### config.mk
export PLATFORM = sky130hd
export DESIGN_NAME = updn_pulse_counter
export DESIGN_NICKNAME = d
export VERILOG_FILES = /design/src/rtl/updn_cnt_pkg.sv /design/src/rtl/updn_edge_det.sv /design/src/rtl/updn_op_decode.sv /design/src/rtl/updn_cnt_reg.sv /design/src/rtl/updn_term_gen.sv /design/src/rtl/updn_pulse_counter.sv
export SDC_FILE = /design/constraint.sdc
export NUM_CORES = 1
export LEC_CHECK = 0
export BUFFER_PORTS_ARGS = -buffer_cell sky130_fd_sc_hd__buf_2
export CAP_MARGIN = 15
export CORE_AREA = 2 2 39 41
export CTS_CLUSTER_SIZE = 12
export DETAILED_ROUTE_END_ITERATION = 6
export DIE_AREA = 0 0 41 43
export GPL_TIMING_DRIVEN = 0
export PLACE_DENSITY = 0.52
export SKIP_CTS_REPAIR_TIMING = 1
export SYNTH_ARGS = -nofsm -noshare
export SYNTH_HDL_FRONTEND = slang
export SYNTH_SLANG_ARGS = --single-unit
export TNS_END_PERCENT = 30
### constraint.sdc
create_clock -name clk -period 2.8 [get_ports clk]
set_clock_uncertainty 0.05 [all_clocks]
set_input_delay 0.28 -clock clk [delete_from_list [all_inputs] [get_ports clk]]
set_output_delay 0.28 -clock clk [all_outputs]
set_load 0.01 [all_outputs]
### src/rtl/updn_cnt_pkg.sv
package updn_cnt_pkg;

  typedef enum logic [2:0] {
    OP_HOLD  = 3'd0,
    OP_CLEAR = 3'd1,
    OP_LOAD  = 3'd2,
    OP_INC   = 3'd3,
    OP_DEC   = 3'd4
  } cnt_op_e;

  localparam int LANE_UP = 0;
  localparam int LANE_DN = 1;
  localparam int NUM_LANES = 2;

endpackage

### src/rtl/updn_edge_det.sv
module updn_edge_det #(
  parameter int LANES = 2
) (
  input  logic             clk,
  input  logic             rst,
  input  logic [LANES-1:0] lvl,
  output logic [LANES-1:0] rise
);

  logic [LANES-1:0] prev_q;

  always_ff @(posedge clk) begin
    if (rst) prev_q <= '1;
    else     prev_q <= lvl;
  end

  for (genvar i = 0; i < LANES; i++) begin : g_lane
    assign rise[i] = lvl[i] & ~prev_q[i];

    // a detected rise needs the input low at the previous edge
    rise_from_low_chk: assert property (@(posedge clk) disable iff (rst)
      rise[i] |-> !$past(lvl[i]));

    // a rise is never reported two edges in a row
    rise_single_chk: assert property (@(posedge clk) disable iff (rst)
      rise[i] |=> !rise[i]);
  end

endmodule

### src/rtl/updn_op_decode.sv
module updn_op_decode
  import updn_cnt_pkg::*;
(
  input  logic    clr,
  input  logic    load_n,
  input  logic    up_rise,
  input  logic    dn_rise,
  input  logic    up_lvl,
  input  logic    dn_lvl,
  output cnt_op_e op
);

  always_comb begin
    if (clr)                             op = OP_CLEAR;
    else if (!load_n)                    op = OP_LOAD;
    else if (up_rise && !dn_rise && dn_lvl) op = OP_INC;
    else if (dn_rise && !up_rise && up_lvl) op = OP_DEC;
    else                                 op = OP_HOLD;
  end

endmodule

### src/rtl/updn_cnt_reg.sv
module updn_cnt_reg
  import updn_cnt_pkg::*;
#(
  parameter int WIDTH = 4
) (
  input  logic             clk,
  input  logic             rst,
  input  cnt_op_e          op,
  input  logic [WIDTH-1:0] load_val,
  output logic [WIDTH-1:0] cnt_q
);

  localparam logic [WIDTH-1:0] ONE = WIDTH'(1);

  logic [WIDTH-1:0] cnt_d;

  always_comb begin
    unique case (op)
      OP_CLEAR: cnt_d = '0;
      OP_LOAD:  cnt_d = load_val;
      OP_INC:   cnt_d = cnt_q + ONE;
      OP_DEC:   cnt_d = cnt_q - ONE;
      default:  cnt_d = cnt_q;
    endcase
  end

  always_ff @(posedge clk) begin
    if (rst) cnt_q <= '0;
    else     cnt_q <= cnt_d;
  end

  // holding keeps the register unchanged
  hold_stable_chk: assert property (@(posedge clk) disable iff (rst)
    (op == OP_HOLD) |=> $stable(cnt_q));

endmodule

### src/rtl/updn_term_gen.sv
module updn_term_gen #(
  parameter int WIDTH     = 4,
  parameter bit MATCH_MAX = 1'b1
) (
  input  logic             clk,
  input  logic             rst,
  input  logic             clr,
  input  logic [WIDTH-1:0] cnt_q,
  input  logic             pulse_lvl,
  output logic             tc_n
);

  localparam logic [WIDTH-1:0] LIMIT = MATCH_MAX ? {WIDTH{1'b1}} : {WIDTH{1'b0}};

  logic at_limit;

  assign at_limit = (cnt_q == LIMIT);
  assign tc_n     = ~(at_limit & ~pulse_lvl & ~clr);

  // the terminal output only falls while its pulse input is low
  tc_fall_low_chk: assert property (@(posedge clk) disable iff (rst)
    $fell(tc_n) |-> !pulse_lvl);

  // a high pulse input always releases the terminal output
  tc_release_chk: assert property (@(posedge clk) disable iff (rst)
    pulse_lvl |-> tc_n);

  // clear keeps the terminal output inactive
  tc_clear_chk: assert property (@(posedge clk) disable iff (rst)
    clr |-> tc_n);

endmodule

### src/rtl/updn_pulse_counter.sv
module updn_pulse_counter
  import updn_cnt_pkg::*;
#(
  parameter int WIDTH = 4
) (
  input  logic             clk,
  input  logic             rst,
  input  logic             clr,
  input  logic             load_n,
  input  logic [WIDTH-1:0] data_in,
  input  logic             up_pulse,
  input  logic             dn_pulse,
  output logic [WIDTH-1:0] count,
  output logic             carry_n,
  output logic             borrow_n
);

  logic [NUM_LANES-1:0] lvl;
  logic [NUM_LANES-1:0] rise;
  logic [NUM_LANES-1:0] tc_n;
  cnt_op_e              op;

  assign lvl[LANE_UP] = up_pulse;
  assign lvl[LANE_DN] = dn_pulse;

  updn_edge_det #(.LANES(NUM_LANES)) u_edge (
    .clk  (clk),
    .rst  (rst),
    .lvl  (lvl),
    .rise (rise)
  );

  updn_op_decode u_dec (
    .clr     (clr),
    .load_n  (load_n),
    .up_rise (rise[LANE_UP]),
    .dn_rise (rise[LANE_DN]),
    .up_lvl  (up_pulse),
    .dn_lvl  (dn_pulse),
    .op      (op)
  );

  updn_cnt_reg #(.WIDTH(WIDTH)) u_reg (
    .clk      (clk),
    .rst      (rst),
    .op       (op),
    .load_val (data_in),
    .cnt_q    (count)
  );

  for (genvar i = 0; i < NUM_LANES; i++) begin : g_term
    updn_term_gen #(.WIDTH(WIDTH), .MATCH_MAX(i == LANE_UP)) u_term (
      .clk       (clk),
      .rst       (rst),
      .clr       (clr),
      .cnt_q     (count),
      .pulse_lvl (lvl[i]),
      .tc_n      (tc_n[i])
    );
  end

  assign carry_n  = tc_n[LANE_UP];
  assign borrow_n = tc_n[LANE_DN];


  clear_zero_chk: assert property (@(posedge clk) disable iff (rst)
    clr |=> (count == '0));


  load_copy_chk: assert property (@(posedge clk) disable iff (rst)
    (!clr && !load_n) |=> (count == $past(data_in)));


  up_step_chk: assert property (@(posedge clk) disable iff (rst)
    (!clr && load_n && rise[LANE_UP] && !rise[LANE_DN] && dn_pulse)
      |=> (count == WIDTH'($past(count) + 1'b1)));


  dn_step_chk: assert property (@(posedge clk) disable iff (rst)
    (!clr && load_n && rise[LANE_DN] && !rise[LANE_UP] && up_pulse)
      |=> (count == WIDTH'($past(count) - 1'b1)));


  both_rise_hold_chk: assert property (@(posedge clk) disable iff (rst)
    (!clr && load_n && rise[LANE_UP] && rise[LANE_DN]) |=> $stable(count));


  blocked_rise_hold_chk: assert property (@(posedge clk) disable iff (rst)
    (!clr && load_n && ((rise[LANE_UP] && !dn_pulse) || (rise[LANE_DN] && !up_pulse)))
      |=> $stable(count));

endmodule

== Word-level counts from Yosys, hierarchy flattened ==
Cells that the tools add are included.

* Add/sub/neg operators: 2
* Multiply operators: 0
* Div/mod/pow operators: 0
* $lt $le $gt $ge: 0
* Equal/unequal tests: 5
* Shift operators: 0
* Mux-type cells: 5
* Bitwise logic cells: 13
* Reduce and logical (&&, ||, !) cells: 8

{| class="wikitable"
|+ Operators by type and width
! kind !! count
|-
| $pmux 4 s4 || 1
|-
| $mux 3 || 4
|-
| $not 1->1 || 7
|-
| $and 1x1->1 || 6
|-
| $eq 3x2->1 const B || 2
|-
| $add 4x1->4 const B || 1
|-
| $eq 4x4->1 const B || 1
|-
| $logic_and 1x1->1 || 4
|-
| $logic_not 4->1 || 1
|-
| $reduce_bool 4->1 || 1
|-
| $sub 4x1->4 const B || 1
|-
| $eq 3x1->1 const B || 1
|-
| $eq 3x3->1 const B || 1
|-
| $logic_not 1->1 || 2
|}

* Register bits after elaboration: 6
* Latch bits: 0
* RAM bits: 0
* Memory bits (read-only): 0
* Input port bits: 10
* Word-level logic and storage cells: 35
* Memories kept: 0

== Depth between registers and ports, before layout ==
* Depth in word-level cells: 11
* Mapped depth: 7
* Mapped depth without buffers: 7

== Modules after synthesis ==
From an unflattened synthesis, not the netlist that was laid out.

* Cells, all modules: 62
* Area, all modules: 541.8 µm²

{| class="wikitable"
|+ Modules (own cells, without submodules)
! module !! instances !! cells an instance !! area an instance (µm²)
|-
| updn_cnt_reg || 1 || 45 || 392.9
|-
| updn_edge_det || 1 || 6 || 65.1
|-
| updn_op_decode || 1 || 6 || 52.6
|-
| updn_term_gen (g_term[0].u_term) || 1 || 2 || 17.5
|-
| updn_term_gen (g_term[1].u_term) || 1 || 3 || 13.8
|}

== Worst setup path before layout ==
OpenSTA, ideal clock, no wires.

* Path type: in2reg
* From: input clr
* To: register u_reg.cnt_q[3]
* Setup time: 0.074 ns
* Arrival: 2.002 ns
* Required time: 2.676 ns
* Slack: 0.674 ns
* Stages: 7
* Buffers on the path: 0
* Path through: nand4b_4 -> nor3b_1 -> ha_1 -> a21oi_1 -> a21oi_1 -> or4_1 -> a31oi_1

* Cells in the longest elaborated chain, start to end: 3
* Elaborated cells on any way between the ends: 7
* Classes of those cells: 4 x eq/ne; 2 x mux; 1 x reduce/logical

{| class="wikitable"
|+ RTL lines
! item !! RTL line !! text
|-
| start: declaration || updn_pulse_counter.sv:8 || <nowiki>input logic clr,</nowiki>
|-
| $mux 3 (*) || updn_op_decode.sv:14 || <nowiki>if (clr) op = OP_CLEAR;</nowiki>
|-
| $eq 3x3->1, or another cell as far along || updn_cnt_reg.sv:18 || <nowiki>unique case (op)</nowiki>
|-
| $pmux 4 s4 or $reduce_bool 4->1 (tied branches) || -- ||
|-
| end signal: assignment || updn_cnt_reg.sv:29 || <nowiki>else cnt_q <= cnt_d;</nowiki>
|-
| end: declaration || updn_cnt_reg.sv:10 || <nowiki>output logic [WIDTH-1:0] cnt_q</nowiki>
|}

Mark *: on every way between the ends. The rest lies on a longest branch, timed or not.
A chain may end at the register's enable or synchronous reset.

== Final worst setup path ==
Ends and elaborated chain as after synthesis.

==> flow_summary.toml <==
[run_status]
status = "completed"

[cts]
cts-buffers-inserted = 3
cts-root-to-sink-buffers = 2
cts.reportedPaths.clkPinSlew_ns = 0.05
cts_root_buffer = "sky130_fd_sc_hd__clkbuf_4"
clock_insertion_delay_worst_skew_ns = 0.25
tritoncts = "built"
clock_tree.htree_level_count = 1
numClockSinks = 6

[grt]
antenna_found_initial = 0
grt_first_pass_wirelength_um = 1669
grtUsageTotal_pct = 14.97
grt_start_max_net_pins = 9
globalRouteOverflowTotal = 0
first_global_vias = 380

[sta]
grt_setup_unrepaired = "no"
tightest_slew_ns = 0.6182
fmaxAchievable_ghz = 0.4277
finalMaxSlewViolations = 0
finalWorstPathRequiredPeriod_ns = 2.338
fin_setup_tns_ns = 0
setup_viol = 0
finalCritPeriodShare_pct = 83.51
timing.hold.ws_ns = 0.2589
slew_headroom_pct = 58.70
finalHoldViolCount = 0

[pwr]
static_leakage_nw = 0.2486
pwr_density_cell_mw_per_mm2 = 400.6
irDropWorstVdd_mv = 0.2721

[synth]
yosys-top-cells-count = "sky130_fd_sc_hd__dfxtp_1 (6), sky130_fd_sc_hd__a21oi_1 (3), sky130_fd_sc_hd__nor2_1 (3)"
basic_gate_share_of_the_synthesized_area_counting_and_or_nand_and_nor_cells_pct = 34.23
synth_largest_type_area_fraction_pct = 28.83
combinational_family_with_the_most_area_after_synthesis = "simple AND/OR/NAND/NOR gates"
yosysWarnings = 0
share_of_flip_flops_with_an_asynchronous_set_or_reset_after_synthesis_pct = 0
syn_area_um2 = 416.7
synth_edf_count = 0
postSynthRegisterBits = 6
synthDistinctLibCells = 29
synthXorXnorAreaFrac_pct = 4.204
synth.top_cells.by_area = "sky130_fd_sc_hd__dfxtp_1 (29%), sky130_fd_sc_hd__ha_1 (6.0%), sky130_fd_sc_hd__nand4b_4 (5.7%)"
synth-adder-area-share_pct = 10.81
synth_mux_area_share_pct = 0
synth_most_common_cell = "sky130_fd_sc_hd__dfxtp_1"
synth_compound_area_share_pct = 20.12
synth_nets = 59
synth_flop_cell = "sky130_fd_sc_hd__dfxtp_1"
netlist_instances = 46
synth_largest_area_cell = "sky130_fd_sc_hd__dfxtp_1"
ys_seq_area_share_pct = 28.83
postSynthAreaPerCell_um2 = 9.058

[critical_path]
timing.critical_path.mode_cell = "sky130_fd_sc_hd__a21oi_1"
worst_path_arrival_ns = 2.45
crit_required_ns = 2.92
worst-r2r-cell-count = 6
crit_type = "input port to flop"
timing.critical_path.slowest_stage_cell = "sky130_fd_sc_hd__nor3b_1"
cp-start-kind = "input port"
regToRegEndpoint = "u_reg.cnt_q[3]"
path_max_fanout = 7
worst_r2r_startpoint = "u_edge.prev_q[0]"
timing.critical_path.cells = "buf_2 > nand4b_4 > nor3b_1 > ha_1 > a21oi_1 > a21oi_1 > or4_1 > a31oi_1"
worst-r2r-setup-slack_ns = 0.49
cp-end-kind = "flop"
delay_contributed_by_the_slowest_stage_of_the_critical_path_ns = 0.53

[hold_path]
worst_hold_startpoint = "clr"
worst_hold_path.num_cells = 2
holdCritPathClass = "input port to flop"
min_delay_worst_endpoint = "u_reg.cnt_q[0]"

[routing]
route.antenna.remaining_nets = 0
drt-met1-wl_um = 447
routed_length_on_met3_um = 94
via_per_inst = 5.488
totalWireLength_um = 1001
routed-via-count = 439
drt_pass1_iterations = 4
avgRoutedWirePerCell_um = 12.51
drt_drc_violations_left = 0
routed-wl-met2_um = 459
drtIter0Drc = 8
routed.top_layer = "met3"

[placed_design]
globalplace.congestion = 0.7429
numPortBuffers = 15
dp.final_hpwl_um = 780.2

[layout]
diodes = 0
area_growth_syn_to_layout_pct = 28.23
share_of_layout_cells_above_drive_strength_1_pct = 34.38
layout.nets = 79

[die]
top_level_ports = 16
die_footprint_mm2 = 0.001763
die_y_um = 43
dieWidth_um = 41
fp-row-count = 14
design.core.area_mm2 = 0.001384
initial_cell_density_of_the_core_pct = 30.11

[run]
maxCapViolCount = 0
==> routing by layer <==
| layer | vias to the layer above | global-route usage [%] |
|---|---|---|
| li1 | 213 | - |
| met1 | 202 | 18.39 |
| met5 | - | 0 |
| met2 | 24 | 20.31 |
| met4 | 0 | 6.000 |
| met3 | 0 | 9.424 |
==> per-stage QoR <==
| stage | power [mW] | instances | setup slack, ns | util [%] | instance area (um2) |
|---|---|---|---|---|---|
| floorplan | 0.1146 | 46 | 0.6738 | - | 416.7 |
| global placement | 0.1329 | 77 | 0.2525 | 36.98 | 511.7 |
| detailed placement | 0.1333 | 77 | 0.2556 | 36.98 | 511.7 |
| CTS | 0.2176 | 80 | 0.4799 | 38.61 | 534.3 |
| global route | 0.2311 | 80 | 0.2369 | 38.61 | 534.3 |
| finish | 0.2140 | 80 | 0.4618 | 38.61 | 534.3 |
==> critical path, delay by kind of cell <==
kind	cells	cell delay, ns
AOI/OAI and AO/OA	3	0.45
and+or+nand+nor	3	1.19
buffers and inverters	1	0.14
adders and majority gates	1	0.38
==> power by group <==
group	internal [mW]	switching, mW
Combinational	0.0177	0.0194
Sequential	0.0897	0.00503
Clock	0.0486	0.0335
Total	0.156	0.0579
==> flip-flops by register name (all words and copies together), names as in the netlist <==
name,flops
u_edge.prev_q,2
u_reg.cnt_q,4
==> worst max-delay path by stage <==
stage | from | to | slack (ns) | cells past startpoint
2_1_floorplan | clr | u_reg.cnt_q[3] | 0.67 | 7
3_3_place_gp | clr | u_reg.cnt_q[3] | 0.25 | 8
3_5_place_dp | clr | u_reg.cnt_q[3] | 0.26 | 8
4_1_cts | clr | u_reg.cnt_q[3] | 0.48 | 8
5_1_grt | u_edge.prev_q[0] | u_reg.cnt_q[3] | 0.24 | 6
6_report | clr | u_reg.cnt_q[3] | 0.46 | 8
==> cells in the final DEF (no fill, tap or decap), drive strengths merged <==
master and count:
nand4 1, or3 2, and2b 2, nand3 1, ha 2, xor2 2
or2b 1, a31oi 2, nand4b 1, nor2 3, a21o 1, o31ai 1
nor3b 1, nand2 2, or2 2, clkbuf 3, a2bb2oi 1, o21ai 1
a222oi 1, fa 1, a311oi 1, nor4 1, o32ai 1, a21oi 3
dfxtp 6, and3 1, nand2b 2, or4 1, buf 15, inv 2
==> logic make-up after synthesis <==
family,count (synthesis)
flip-flops,6
adder cells (fa/ha/maj),3
buffers and inverters,2
AND/OR/NAND/NOR,21
AO/OA/AOI/OAI,12
XOR/XNOR,2
==> cell type report <==
class                           count  area [um2]
Sequential cell                     6       120.1
Tap cell                           16       20.02
Fill cell                         154       849.6
Inverter                            2       7.507
Clock buffer                        3       22.52
Multi-Input combinational cell     38       289.0
Timing Repair Buffer               15       75.07
No activity file was read; power rests on OpenSTA's default activity.
